### src/rtl/tgt_msg_pkg.sv
`timescale 1ns/1ps
package tgt_msg_pkg;

    localparam int WORD_W = 16;
    localparam int IDX_W  = $clog2(WORD_W);

    typedef struct packed {
        logic [1:0] rel;
        logic [5:0] cs;
        logic       load_ign;
        logic       three_pole;
        logic [2:0] trip;
    } tgt_fields_t;

    typedef enum logic [1:0] {
        SER_IDLE = 2'd0,
        SER_LOW  = 2'd1,
        SER_HIGH = 2'd2
    } ser_state_e;

    // Fixed layout: start marker at the bottom, two constant ones at bits 5 and 6.
    function automatic logic [WORD_W-1:0] pack_word(input tgt_fields_t f);
        pack_word = {f.rel, f.cs, f.load_ign, 2'b11, f.three_pole, f.trip, 1'b1};
    endfunction

endpackage

### src/rtl/tgt_repeat_timer.sv
`timescale 1ns/1ps
module tgt_repeat_timer #(
    parameter int REPEAT_MS = 750
) (
    input  logic clk,
    input  logic rst,
    input  logic alarm_in,
    input  logic ms_tick,
    input  logic start,
    output logic send_req
);
    localparam int CNT_W = $clog2(REPEAT_MS + 1);
    localparam logic [CNT_W-1:0] FULL = CNT_W'(REPEAT_MS);

    logic             first_pend;
    logic [CNT_W-1:0] cnt;

    always_ff @(posedge clk) begin
        if (rst) begin
            first_pend <= 1'b1;
            cnt        <= '0;
        end else if (start) begin
            first_pend <= 1'b0;
            cnt        <= '0;
        end else if (!alarm_in) begin
            cnt <= '0;
        end else if (ms_tick && cnt != FULL) begin
            cnt <= cnt + 1'b1;
        end
    end

    assign send_req = first_pend | (alarm_in & (cnt == FULL));

    // count saturates at the period length
    a_r8_cnt_bound: assert property (@(posedge clk) disable iff (rst)
        cnt <= FULL);

    // a low alarm leaves the count empty on the next cycle
    a_r9_clear_on_low: assert property (@(posedge clk) disable iff (rst)
        $past(!alarm_in) |-> cnt == '0);

endmodule

### src/rtl/tgt_serializer.sv
`timescale 1ns/1ps
module tgt_serializer
    import tgt_msg_pkg::*;
#(
    parameter int HALF_CYCLES = 4
) (
    input  logic              clk,
    input  logic              rst,
    input  logic              send_req,
    input  logic [WORD_W-1:0] word,
    output logic              start,
    output logic              ser_data,
    output logic              ser_clk,
    output logic              busy
);
    localparam int PH_W = (HALF_CYCLES > 1) ? $clog2(HALF_CYCLES) : 1;
    localparam logic [PH_W-1:0]  PH_LAST  = PH_W'(HALF_CYCLES - 1);
    localparam logic [IDX_W-1:0] IDX_LAST = IDX_W'(WORD_W - 1);

    ser_state_e        state;
    logic [WORD_W-1:0] shreg;
    logic [IDX_W-1:0]  bit_idx;
    logic [PH_W-1:0]   ph;

    assign busy  = (state != SER_IDLE);
    assign start = send_req & (state == SER_IDLE);

    always_ff @(posedge clk) begin
        if (rst) begin
            state    <= SER_IDLE;
            shreg    <= '0;
            bit_idx  <= '0;
            ph       <= '0;
            ser_data <= 1'b0;
            ser_clk  <= 1'b0;
        end else begin
            unique case (state)
                SER_IDLE: begin
                    if (send_req) begin
                        shreg    <= word;
                        ser_data <= word[0];
                        bit_idx  <= '0;
                        ph       <= '0;
                        state    <= SER_LOW;
                    end
                end
                SER_LOW: begin
                    if (ph == PH_LAST) begin
                        ph      <= '0;
                        ser_clk <= 1'b1;
                        state   <= SER_HIGH;
                    end else begin
                        ph <= ph + 1'b1;
                    end
                end
                SER_HIGH: begin
                    if (ph == PH_LAST) begin
                        ph      <= '0;
                        ser_clk <= 1'b0;
                        if (bit_idx == IDX_LAST) begin
                            ser_data <= 1'b0;
                            state    <= SER_IDLE;
                        end else begin
                            bit_idx  <= bit_idx + 1'b1;
                            shreg    <= {1'b0, shreg[WORD_W-1:1]};
                            ser_data <= shreg[1];
                            state    <= SER_LOW;
                        end
                    end else begin
                        ph <= ph + 1'b1;
                    end
                end
                default: state <= SER_IDLE;
            endcase
        end
    end

    // the first bit on the line is the start marker
    a_r3_start_bit: assert property (@(posedge clk) disable iff (rst)
        $rose(busy) |-> ser_data);

    // clock parks low between messages
    a_r6_clk_idle_low: assert property (@(posedge clk) disable iff (rst)
        !busy |-> !ser_clk);

    // data holds while the clock is high
    a_r5_data_stable_high: assert property (@(posedge clk) disable iff (rst)
        (ser_clk && $past(ser_clk)) |-> $stable(ser_data));

endmodule

### src/rtl/target_msg_tx.sv
`timescale 1ns/1ps
module target_msg_tx
    import tgt_msg_pkg::*;
#(
    parameter int HALF_CYCLES = 4,
    parameter int REPEAT_MS   = 750
) (
    input  logic       clk,
    input  logic       rst,
    input  logic [2:0] trip_tgt,
    input  logic       three_pole,
    input  logic       load_ignore,
    input  logic [5:0] cs_tgt,
    input  logic [1:0] rel_code,
    input  logic       alarm_in,
    input  logic       ms_tick,
    output logic       ser_data,
    output logic       ser_clk,
    output logic       busy
);
    tgt_fields_t       fields;
    logic [WORD_W-1:0] word;
    logic              send_req;
    logic              start;

    always_comb begin
        fields.trip       = trip_tgt;
        fields.three_pole = three_pole;
        fields.load_ign   = load_ignore;
        fields.cs         = cs_tgt;
        fields.rel        = rel_code;
        word              = pack_word(fields);
    end

    tgt_repeat_timer #(.REPEAT_MS(REPEAT_MS)) u_timer (
        .clk      (clk),
        .rst      (rst),
        .alarm_in (alarm_in),
        .ms_tick  (ms_tick),
        .start    (start),
        .send_req (send_req)
    );

    tgt_serializer #(.HALF_CYCLES(HALF_CYCLES)) u_ser (
        .clk      (clk),
        .rst      (rst),
        .send_req (send_req),
        .word     (word),
        .start    (start),
        .ser_data (ser_data),
        .ser_clk  (ser_clk),
        .busy     (busy)
    );

    // outputs quiet right after a reset cycle
    a_r1_reset_quiet: assert property (@(posedge clk)
        $past(rst) |-> (!ser_clk && !busy));

endmodule

### config.mk
export PLATFORM = sky130hd
export DESIGN_NAME = target_msg_tx
export DESIGN_NICKNAME = d
export VERILOG_FILES = /design/src/rtl/tgt_msg_pkg.sv /design/src/rtl/tgt_repeat_timer.sv /design/src/rtl/tgt_serializer.sv /design/src/rtl/target_msg_tx.sv
export SDC_FILE = /design/constraint.sdc
export NUM_CORES = 1
export LEC_CHECK = 0
export ABC_CLOCK_PERIOD_IN_PS = 3240
export BUFFER_PORTS_ARGS = -buffer_cell sky130_fd_sc_hd__buf_2
export CORE_MARGIN = 3
export CORE_UTILIZATION = 30
export DETAILED_ROUTE_END_ITERATION = 10
export SLEW_MARGIN = 20
export SYNTH_ARGS = -nofsm -noshare
export SYNTH_HDL_FRONTEND = slang
export SYNTH_HIERARCHICAL = 1
export SYNTH_SLANG_ARGS = --single-unit
### constraint.sdc
create_clock -name clk -period 3.24 [get_ports clk]
set_input_delay 0.486 -clock clk [delete_from_list [all_inputs] [get_ports clk]]
set_output_delay 0.486 -clock clk [all_outputs]
set_load 0.02 [all_outputs]
==> After elaboration in Yosys (flattened, before gate mapping) <==
Cells that the tools add are included.
W data, S select, Z words.
{ "op_classes": {"reduce_logical": 13, "n_mux": 23, "bitwise": 4, "addsub": 3, "n_eq_ne": 10} }
{ "op_table": {"columns": ["op", "n"], "rows": [
  ["$mux W16", 3],
  ["$pmux W16 S2", 1],
  ["$mux W4", 3],
  ["$add A10 B1 Y10 const B", 1],
  ["$eq A10 B10 Y1 const B", 1],
  ["$mux W2", 5],
  ["$ne A10 B10 Y1 const B", 1],
  ["$reduce_and A3 Y1", 3],
  ["$pmux W4 S2", 1],
  ["$reduce_bool A2 Y1", 4],
  ["$mux W1", 6],
  ["$ne A2 B1 Y1 const B", 3],
  ["$pmux W2 S3", 1],
  ["$add A4 B1 Y4 const B", 1],
  ["$eq A2 B2 Y1 const B", 2],
  ["$eq A4 B4 Y1 const B", 1],
  ["$pmux W1 S2", 2],
  ["$pmux W2 S2", 1],
  ["$reduce_and A4 Y1", 1],
  ["$reduce_or A3 Y1", 1],
  ["$add A2 B1 Y2 const B", 1],
  ["$and A1 B1 Y1", 2],
  ["$eq A2 B1 Y1 const B", 1],
  ["$logic_not A2 Y1", 1],
  ["6 further kinds", 6]
]} }
{ "word_totals": {"ff_bits": 37} }

==> Depth between registers and ports, before layout <==
Gate-level depths: netlist of the first run.
{ "depth": {"word_depth": 5, "depth_mapped": 11} }

==> Modules after synthesis <==
Netlist of the first run, hierarchy kept.
{ "by_module_without_submodules": {"columns": ["module", "area_per_inst_um2", "cells_each", "seq_area_each_um2", "instances"], "rows": [
  ["tgt_serializer", 1375.1, 146, 500.5, 1],
  ["tgt_repeat_timer", 564.3, 64, 220.2, 1],
  ["target_msg_tx", 3.8, 1, 0.0, 1]
]} }

==> Worst setup path before layout of the first run <==
No wires, ideal clock.
{ "synth_timing": {"path_kind": "register to register", "startpoint": "register u_timer.cnt[0]", "endpoint": "register u_ser.bit_idx[2]", "required_time_ps": 3169, "stages_incl_launch_ff": 12, "setup_slack_ps": 1042, "setup_time_ps": 71, "t_arrival_ps": 2127, "path_cell_list": "dfxtp_1 -> inv_1 -> ha_1 -> nand4b_2 -> nor3_1 -> a31o_2 -> nor2b_1 -> clkbuf_1 -> a221oi_4 -> buf_6 -> nand4b_1 -> a21oi_1"} }
{ "synth_between": {"elab_chain_cells": 5} }
{ "synth_lines": {"columns": ["element", "line_no", "text"], "rows": [
  ["start, declared", "tgt_repeat_timer.sv:16", "logic [CNT_W-1:0] cnt;"],
  ["start signal, assigned", "tgt_repeat_timer.sv:28", "cnt <= cnt + 1'b1;"],
  ["$eq A10 B10 Y1", "tgt_repeat_timer.sv:32", "assign send_req = first_pend | (alarm_in & (cnt == FULL));"],
  ["$and A1 B1 Y1", "tgt_repeat_timer.sv:32", null],
  ["$or A1 B1 Y1", "tgt_repeat_timer.sv:32", null],
  ["named net send_req", "target_msg_tx.sv:23", "logic send_req;"],
  ["$ne A2 B1 Y1 (no source line)", null, null],
  ["$reduce_and A4 Y1 (no source line)", null, null],
  ["end signal, assigned", "tgt_serializer.sv:64", "bit_idx <= bit_idx + 1'b1;"],
  ["end, declared", "tgt_serializer.sv:22", "logic [IDX_W-1:0] bit_idx;"]
]} }
The timed path passes the listed nets, and every way through them passes these cells.
A chain may end at the register's enable or synchronous reset.

==> Worst setup path after layout of the first run <==
{ "layout_timing": {"startpoint": "register u_timer.cnt[0]", "endpoint": "register u_ser.shreg[3]"} }
{ "layout_between": {"elab_chain_cells": 5} }
{ "layout_lines": {"columns": ["element", "line_no", "text"], "rows": [
  ["$eq A10 B10 Y1", "tgt_repeat_timer.sv:32", null],
  ["$and A1 B1 Y1", "tgt_repeat_timer.sv:32", null],
  ["$or A1 B1 Y1", "tgt_repeat_timer.sv:32", null],
  ["named net send_req", "target_msg_tx.sv:23", null],
  ["$ne A2 B1 Y1 (no source line)", null, null],
  ["$reduce_and A4 Y1 (no source line)", null, null],
  ["end signal, assigned", "tgt_serializer.sv:40", "shreg <= word;"],
  ["end signal, assigned", "tgt_serializer.sv:65", "shreg <= {1'b0, shreg[WORD_W-1:1]};"],
  ["end, declared", "tgt_serializer.sv:21", "logic [WORD_W-1:0] shreg;"]
]} }
The timed path passes the listed nets, and every way through them passes these cells.

==> reports/results.txt, run 1 <==
run status -> complete, no violations
GRT Total Usage -> 0.1029
Final WS setup -> 739.2 ps
layout cells sized above 1 -> 0.2105
gr ovfl total -> 0
final period utilization -> 0.7719
Worst R2R Start -> u_timer/cnt[0]
die height -> 86.48 microns
syn_area_per_cell -> 9.209 sq um
clock-pin slew on the worst setup and hold paths -> 80 ps
crit path time final -> 2501 ps
Reg2Reg Setup Slack -> 740 ps
largest net degree at the start of global routing -> 36
register bit total from synthesis -> 36
wire per inst -> 11.74 microns
# rows -> 28
max-cap violation count -> 0
worst-skew pair later-pin latency -> 290 ps
setup bufs post-CTS -> 0
pre-CTS setup slack -> 712.2 ps
share of the synthesized area in the top cell type -> 0.3709
via/cell ratio -> 4.904
total die area -> 0.007479 sq mm
CTS tree -> done
clock tree buffer depth -> 2
Worst Max-Slew Pin Slew -> 639.0 ps
Critical Path RT -> 3440 ps
# H-tree levels -> 2
Synth-to-Final Area Change -> 12.30%
initial antenna violation count -> 0
Yosys cell types -> 43
worst vdd ir -> 0.2531 mV
commonest non-fill, non-tap cell in the layout -> dfxtp_1
Antenna Cells -> 0
Pre-antenna DRT Iters -> 4
largest area contributor in the netlist -> dfxtp_1
Worst Hold Class -> reg2reg
num ports -> 20
WS Path Type -> reg2reg
core area -> 0.006096 sq mm
predominant post-synthesis flop cell -> dfxtp_1
Ys Warns -> 6
CTS Hold Bufs -> 0
initial drt markers -> 95
Post-DP HPWL -> 2397 microns
post-cts sizing count -> 0
RSZ-0062 raised after global routing -> false
Hold Crit Start -> u_timer/first_pend
clock root buffer -> clkbuf_8
largest cells by area after synthesis -> dfxtp_1 37%, mux2i_1 8.2%, a211oi_2 7.7%, ha_1 5.8%, nor2_1 5.2%
Hold Path Cell Cnt -> 1
total power -> 1285 uW
Setup Skew -> 5.705 ps
max frequency -> 399.9 MHz
r2r endpoint -> u_ser/shreg[3]
DIE WIDTH -> 86.48 microns
endpoint class of the critical path -> flip-flop
CP Launch Type -> flip-flop
Final Hold Viols -> 0
gp weighted congestion -> 0.7695
clk sinks -> 36
Setup-failing EPs final -> 0
EDFF count, synth -> 0
DR vias -> 1486
pwr dens -> 588.7 mW/mm^2
nets -> 253
PortBufs -> 19
DR DRC count -> 0
setup TNS -> 0 ps
worst reg2reg path depth -> 10
Pleak -> 0.0008440 uW
first-pass GRT wire length -> 6203 microns
sequential-to-total area share from yosys stat -> 0.3709
WP data arrival -> 2700 ps
highest-count cells in the layout ignoring fill and taps -> 36 x dfxtp_1, 27 x nor2_1, 19 x buf_2
Final ANT Viol Nets -> 0
vias in the first global route -> 1421
CP Max Fanout -> 35
Hold Path End -> u_timer/first_pend
max-slew violation total from the final report -> 0
Post-Syn Instances -> 211
Max-slew headroom -> 0.5731
Starting Density -> 0.3188
final WL -> 3556 microns
fraction of registers with async set/reset -> 0
CTS Buf Count -> 5
post-synthesis cell area -> 0.001943 sq mm
[flip-flops by register name (all words and copies together), names as in the netlist]
signal              count
u_ser/bit_idx           4
u_timer/first_pend      1
u_timer/cnt            10
u_ser/state             2
u_ser/ser_clk           1
u_ser/ser_data          1
u_ser/ph                2
u_ser/shreg            15
[synth_stat cells, types with 2 or more instances]
library cell	instances
ha_1	9
a211oi_2	12
a211oi_1	3
or3_1	3
nor4_1	2
nand2b_1	5
and3_1	2
nor2b_1	4
nor2_1	27
mux2i_1	16
nand2_1	5
o21ai_0	9
a21o_1	2
a21oi_1	13
dfxtp_1	36
clkbuf_1	6
nand3_1	9
buf_2	3
nor3_1	4
xnor2_1	3
inv_1	10
buf_6	3
nand4_1	2
and2_1	2
nand3b_1	3
[final cells by class]
| type | instances | area, sq um |
|---|---|---|
| clock inverters | 3 | 42.54 |
| flip-flops and latches | 36 | 720.7 |
| repair buffers | 21 | 110.1 |
| clock buffers | 5 | 68.82 |
| inverters | 10 | 37.54 |
| well taps | 75 | 93.84 |
| multi-input cells | 153 | 1109 |
| fillers | 654 | 3914 |
[where the power goes]
| group | switching (uW) | leakage, uW | internal, uW |
|---|---|---|---|
| Combinational | 201 | 0.000495 | 136 |
| Sequential | 37.0 | 0.000295 | 511 |
| Clock | 172 | 0.0000541 | 228 |
[metrics by stage]
step / hold slack, ps / instance area (sq um) / utilization / std cells
floorplan: 426.9 / 1951 / - / 213
detailed placement: 452.3 / 2071 / 0.3397 / 295
CTS: 455.1 / 2182 / 0.3580 / 303
finish: 462.3 / 2182 / 0.3580 / 303
global placement: 441.7 / 2071 / 0.3397 / 295
global route: 472.9 / 2182 / 0.3580 / 303
[how the worst max path moves through the flow]
stage | from | slack, ps | depth (start not counted) | endpoint
floorplan | u_timer/cnt[0] | 1040 | 11 | u_ser/bit_idx[2]
global placement | u_timer/cnt[0] | 850 | 10 | u_ser/shreg[2]
detailed placement | u_timer/cnt[0] | 710 | 10 | u_ser/shreg[3]
CTS | u_timer/cnt[0] | 700 | 10 | u_ser/shreg[3]
global route | u_timer/cnt[0] | 460 | 10 | u_ser/shreg[8]
finish | u_timer/cnt[0] | 740 | 10 | u_ser/shreg[3]
[critical path, cell delays in order, from the launching register on]
cell      delay, ps
dfxtp_1         340
inv_1            90
ha_1            170
nand4b_2        140
nor3_1          410
a31o_2          230
nor2b_1         130
a221oi_4        200
buf_4           390
nor2_1           70
a211oi_1        230
[cells by family (layout without fill, tap and decap cells)]
| kind of cell | after synthesis | after routing | share of synthesized area |
|---|---|---|---|
| XOR/XNOR | 4 | 4 | 0.01803 |
| AO/OA/AOI/OAI | 48 | 48 | 0.2099 |
| AND/OR/NAND/NOR | 73 | 73 | 0.1964 |
| adder cells (fa/ha/maj) | 9 | 9 | 0.05795 |
| other | 1 | 3 | 0.001930 |
| buffers and inverters | 24 | 39 | 0.06246 |
| multiplexers | 16 | 16 | 0.08242 |
| flip-flops | 36 | 36 | 0.3709 |
[metal layers]
| metal | track usage | wire length [microns] |
|---|---|---|
| met1 | 0.1254 | 1748 |
| met3 | 0.03612 | 183 |
| met2 | 0.1586 | 1554 |
| met5 | 0 | 0 |
| met4 | 0.05524 | 70 |
Note: power is estimated with default switching activity, not from simulation.
==> run 2: changes to the inputs <==
--- a/config.mk
+++ b/config.mk
@@ -5,7 +5,7 @@
 export SDC_FILE = /design/constraint.sdc
 export NUM_CORES = 1
 export LEC_CHECK = 0
-export ABC_CLOCK_PERIOD_IN_PS = 3240
+export ABC_CLOCK_PERIOD_IN_PS = 2250
 export BUFFER_PORTS_ARGS = -buffer_cell sky130_fd_sc_hd__buf_2
 export CORE_MARGIN = 3
 export CORE_UTILIZATION = 30
==> constraint.sdc (replaced) <==
create_clock -name clk -period 2.25 [get_ports clk]
set_input_delay 0.3375 -clock clk [delete_from_list [all_inputs] [get_ports clk]]
set_output_delay 0.3375 -clock clk [all_outputs]
set_load 0.02 [all_outputs]
==> reports/results.txt, run 2 (synthesis gave the netlist of run 1 again) <==
run status -> complete, no violations
Synth-to-Final Area Change -> 13.78%
Top reg by flops -> u_ser/shreg
commonest non-fill, non-tap cell in the layout -> dfxtp_1
Critical-path top delay cell -> dfxtp_1
pwr dens -> 807.5 mW/mm^2
clock tree buffer depth -> 2
worst reg2reg path depth -> 10
biggest regs -> u_ser/shreg (15), u_timer/cnt (10), u_ser/bit_idx (4)
# H-tree levels -> 2
Crit path max-delay family -> simple AND/OR/NAND/NOR gates
first-pass GRT wire length -> 6203 microns
RSZ-0062 raised after global routing -> false
Setup-failing EPs final -> 0
worst-skew pair later-pin latency -> 280 ps
Final Hold Viols -> 0
Setup crit start -> u_timer/cnt[0]
GRT Total Usage -> 0.1027
CTS Hold Bufs -> 0
Post-DP HPWL -> 2530 microns
highest-count cells in the layout ignoring fill and taps -> 36 x dfxtp_1, 27 x nor2_1, 19 x buf_2
filler-free cell count of the finished design -> 307
PortBufs -> 19
final period utilization -> 0.9088
setup TNS -> 0 ps
Setup Skew -> 8.254 ps
# rows -> 28
worst vdd ir -> 0.3742 mV
largest net degree at the start of global routing -> 36
WP data arrival -> 2200 ps
CTS tree -> done
CP Launch Type -> flip-flop
total die area -> 0.007479 sq mm
gr ovfl total -> 0
CP Buf/Inv Count -> 2
CP Max Fanout -> 7
Final ANT Viol Nets -> 0
Starting Density -> 0.3188
DR vias -> 1478
Critical Path RT -> 2410 ps
die height -> 86.48 microns
Pre-antenna DRT Iters -> 4
initial drt markers -> 83
WS Path Type -> reg2reg
num ports -> 20
Pleak -> 0.0008655 uW
Worst Hold Class -> in2reg
slowest stage delay, CP -> 370 ps
DIE WIDTH -> 86.48 microns
gp weighted congestion -> 0.7254
clk sinks -> 36
max reg flops -> 15
clock root buffer -> clkbuf_8
max frequency -> 489.0 MHz
via/cell ratio -> 4.814
Hold Path Cell Cnt -> 3
nets -> 257
max-slew violation total from the final report -> 0
crit path time final -> 2045 ps
clock-pin slew on the worst setup and hold paths -> 70 ps
endpoint class of the critical path -> flip-flop
CTS Buf Count -> 5
initial antenna violation count -> 0
crit-path most repeated cell -> nor2b_1
wire per inst -> 11.76 microns
Hold Crit Start -> rel_code[1]
final WL -> 3609 microns
total power -> 1785 uW
layout cells sized above 1 -> 0.2284
Worst R2R Start -> u_timer/cnt[0]
Crit. path cell count -> 10
vias in the first global route -> 1387
crit-path cells -> inv_1 > ha_1 > nand4b_2 > nor3_2 > a31o_2 > nor2b_1 > buf_4 > nor2b_1 > a41oi_1 > nor4_1
Placed Instances -> 299
Antenna Cells -> 0
core area -> 0.006096 sq mm
max-cap violation count -> 0
DR DRC count -> 0
## run 2: cell types whose count changed in the layout (fill, tap and decap cells not counted), sizes merged
| cell | before | now |
|---|---|---|
| buf | 21 | 25 |
| bufinv | 1 | 0 |
| clkbuf | 5 | 6 |
| clkinv | 1 | 2 |
| clkinvlp | 1 | 0 |
## run 2: power by group
group	internal [uW]	switching (uW)	total [uW]
Combinational	227	299	527
Sequential	736	53.4	790
Clock	244	224	469
Total	1210	577	1790
## run 2: per-stage QoR
stage,util,setup slack [ps],hold slack (ps),area (sq um)
floorplan,-,52.27,423.5,1951
global placement,0.3467,210.9,447.6,2113
detailed placement,0.3467,186.2,449.4,2113
CTS,0.3619,163.7,310.5,2206
global route,0.3627,38.00,338.4,2211
finish,0.3627,205.2,328.0,2211
## run 2: path summary, 6_finish.rpt
path                                            to  slack, ps
worst max-delay path              u_ser/bit_idx[3]        210
worst min-delay path               u_ser/shreg[15]        330
worst max register to register    u_ser/bit_idx[3]        210
worst min register to register  u_timer/first_pend        480
## run 2: per-layer routing
metal	routed length [microns]	global-route usage
met5	0	0
met4	55	0.04249
met3	169	0.03232
met2	1465	0.1523
met1	1919	0.1375
## run 2: tightest hold or removal path: stages
cell and delay [ps]:
buf_2 100, nand3b_1 70, a21oi_1 60
## run 2: final cells by class
| cell class | count | area [sq um] |
|---|---|---|
| Multi-Input combinational cell | 153 | 1114 |
| Timing Repair Buffer | 25 | 152.6 |
| Tap cell | 75 | 93.84 |
| Sequential cell | 36 | 720.7 |
| Inverter | 10 | 37.54 |
| Fill cell | 655 | 3885 |
| Clock inverter | 2 | 10.01 |
| Clock buffer | 6 | 82.58 |
## run 2: what timing repair did
item | CTS | global route
gates resized for setup | 0 | 1
endpoints found under the setup margin | 0 | 14
buffers inserted | 0 | 0
endpoints found under the hold margin | 0 | 0
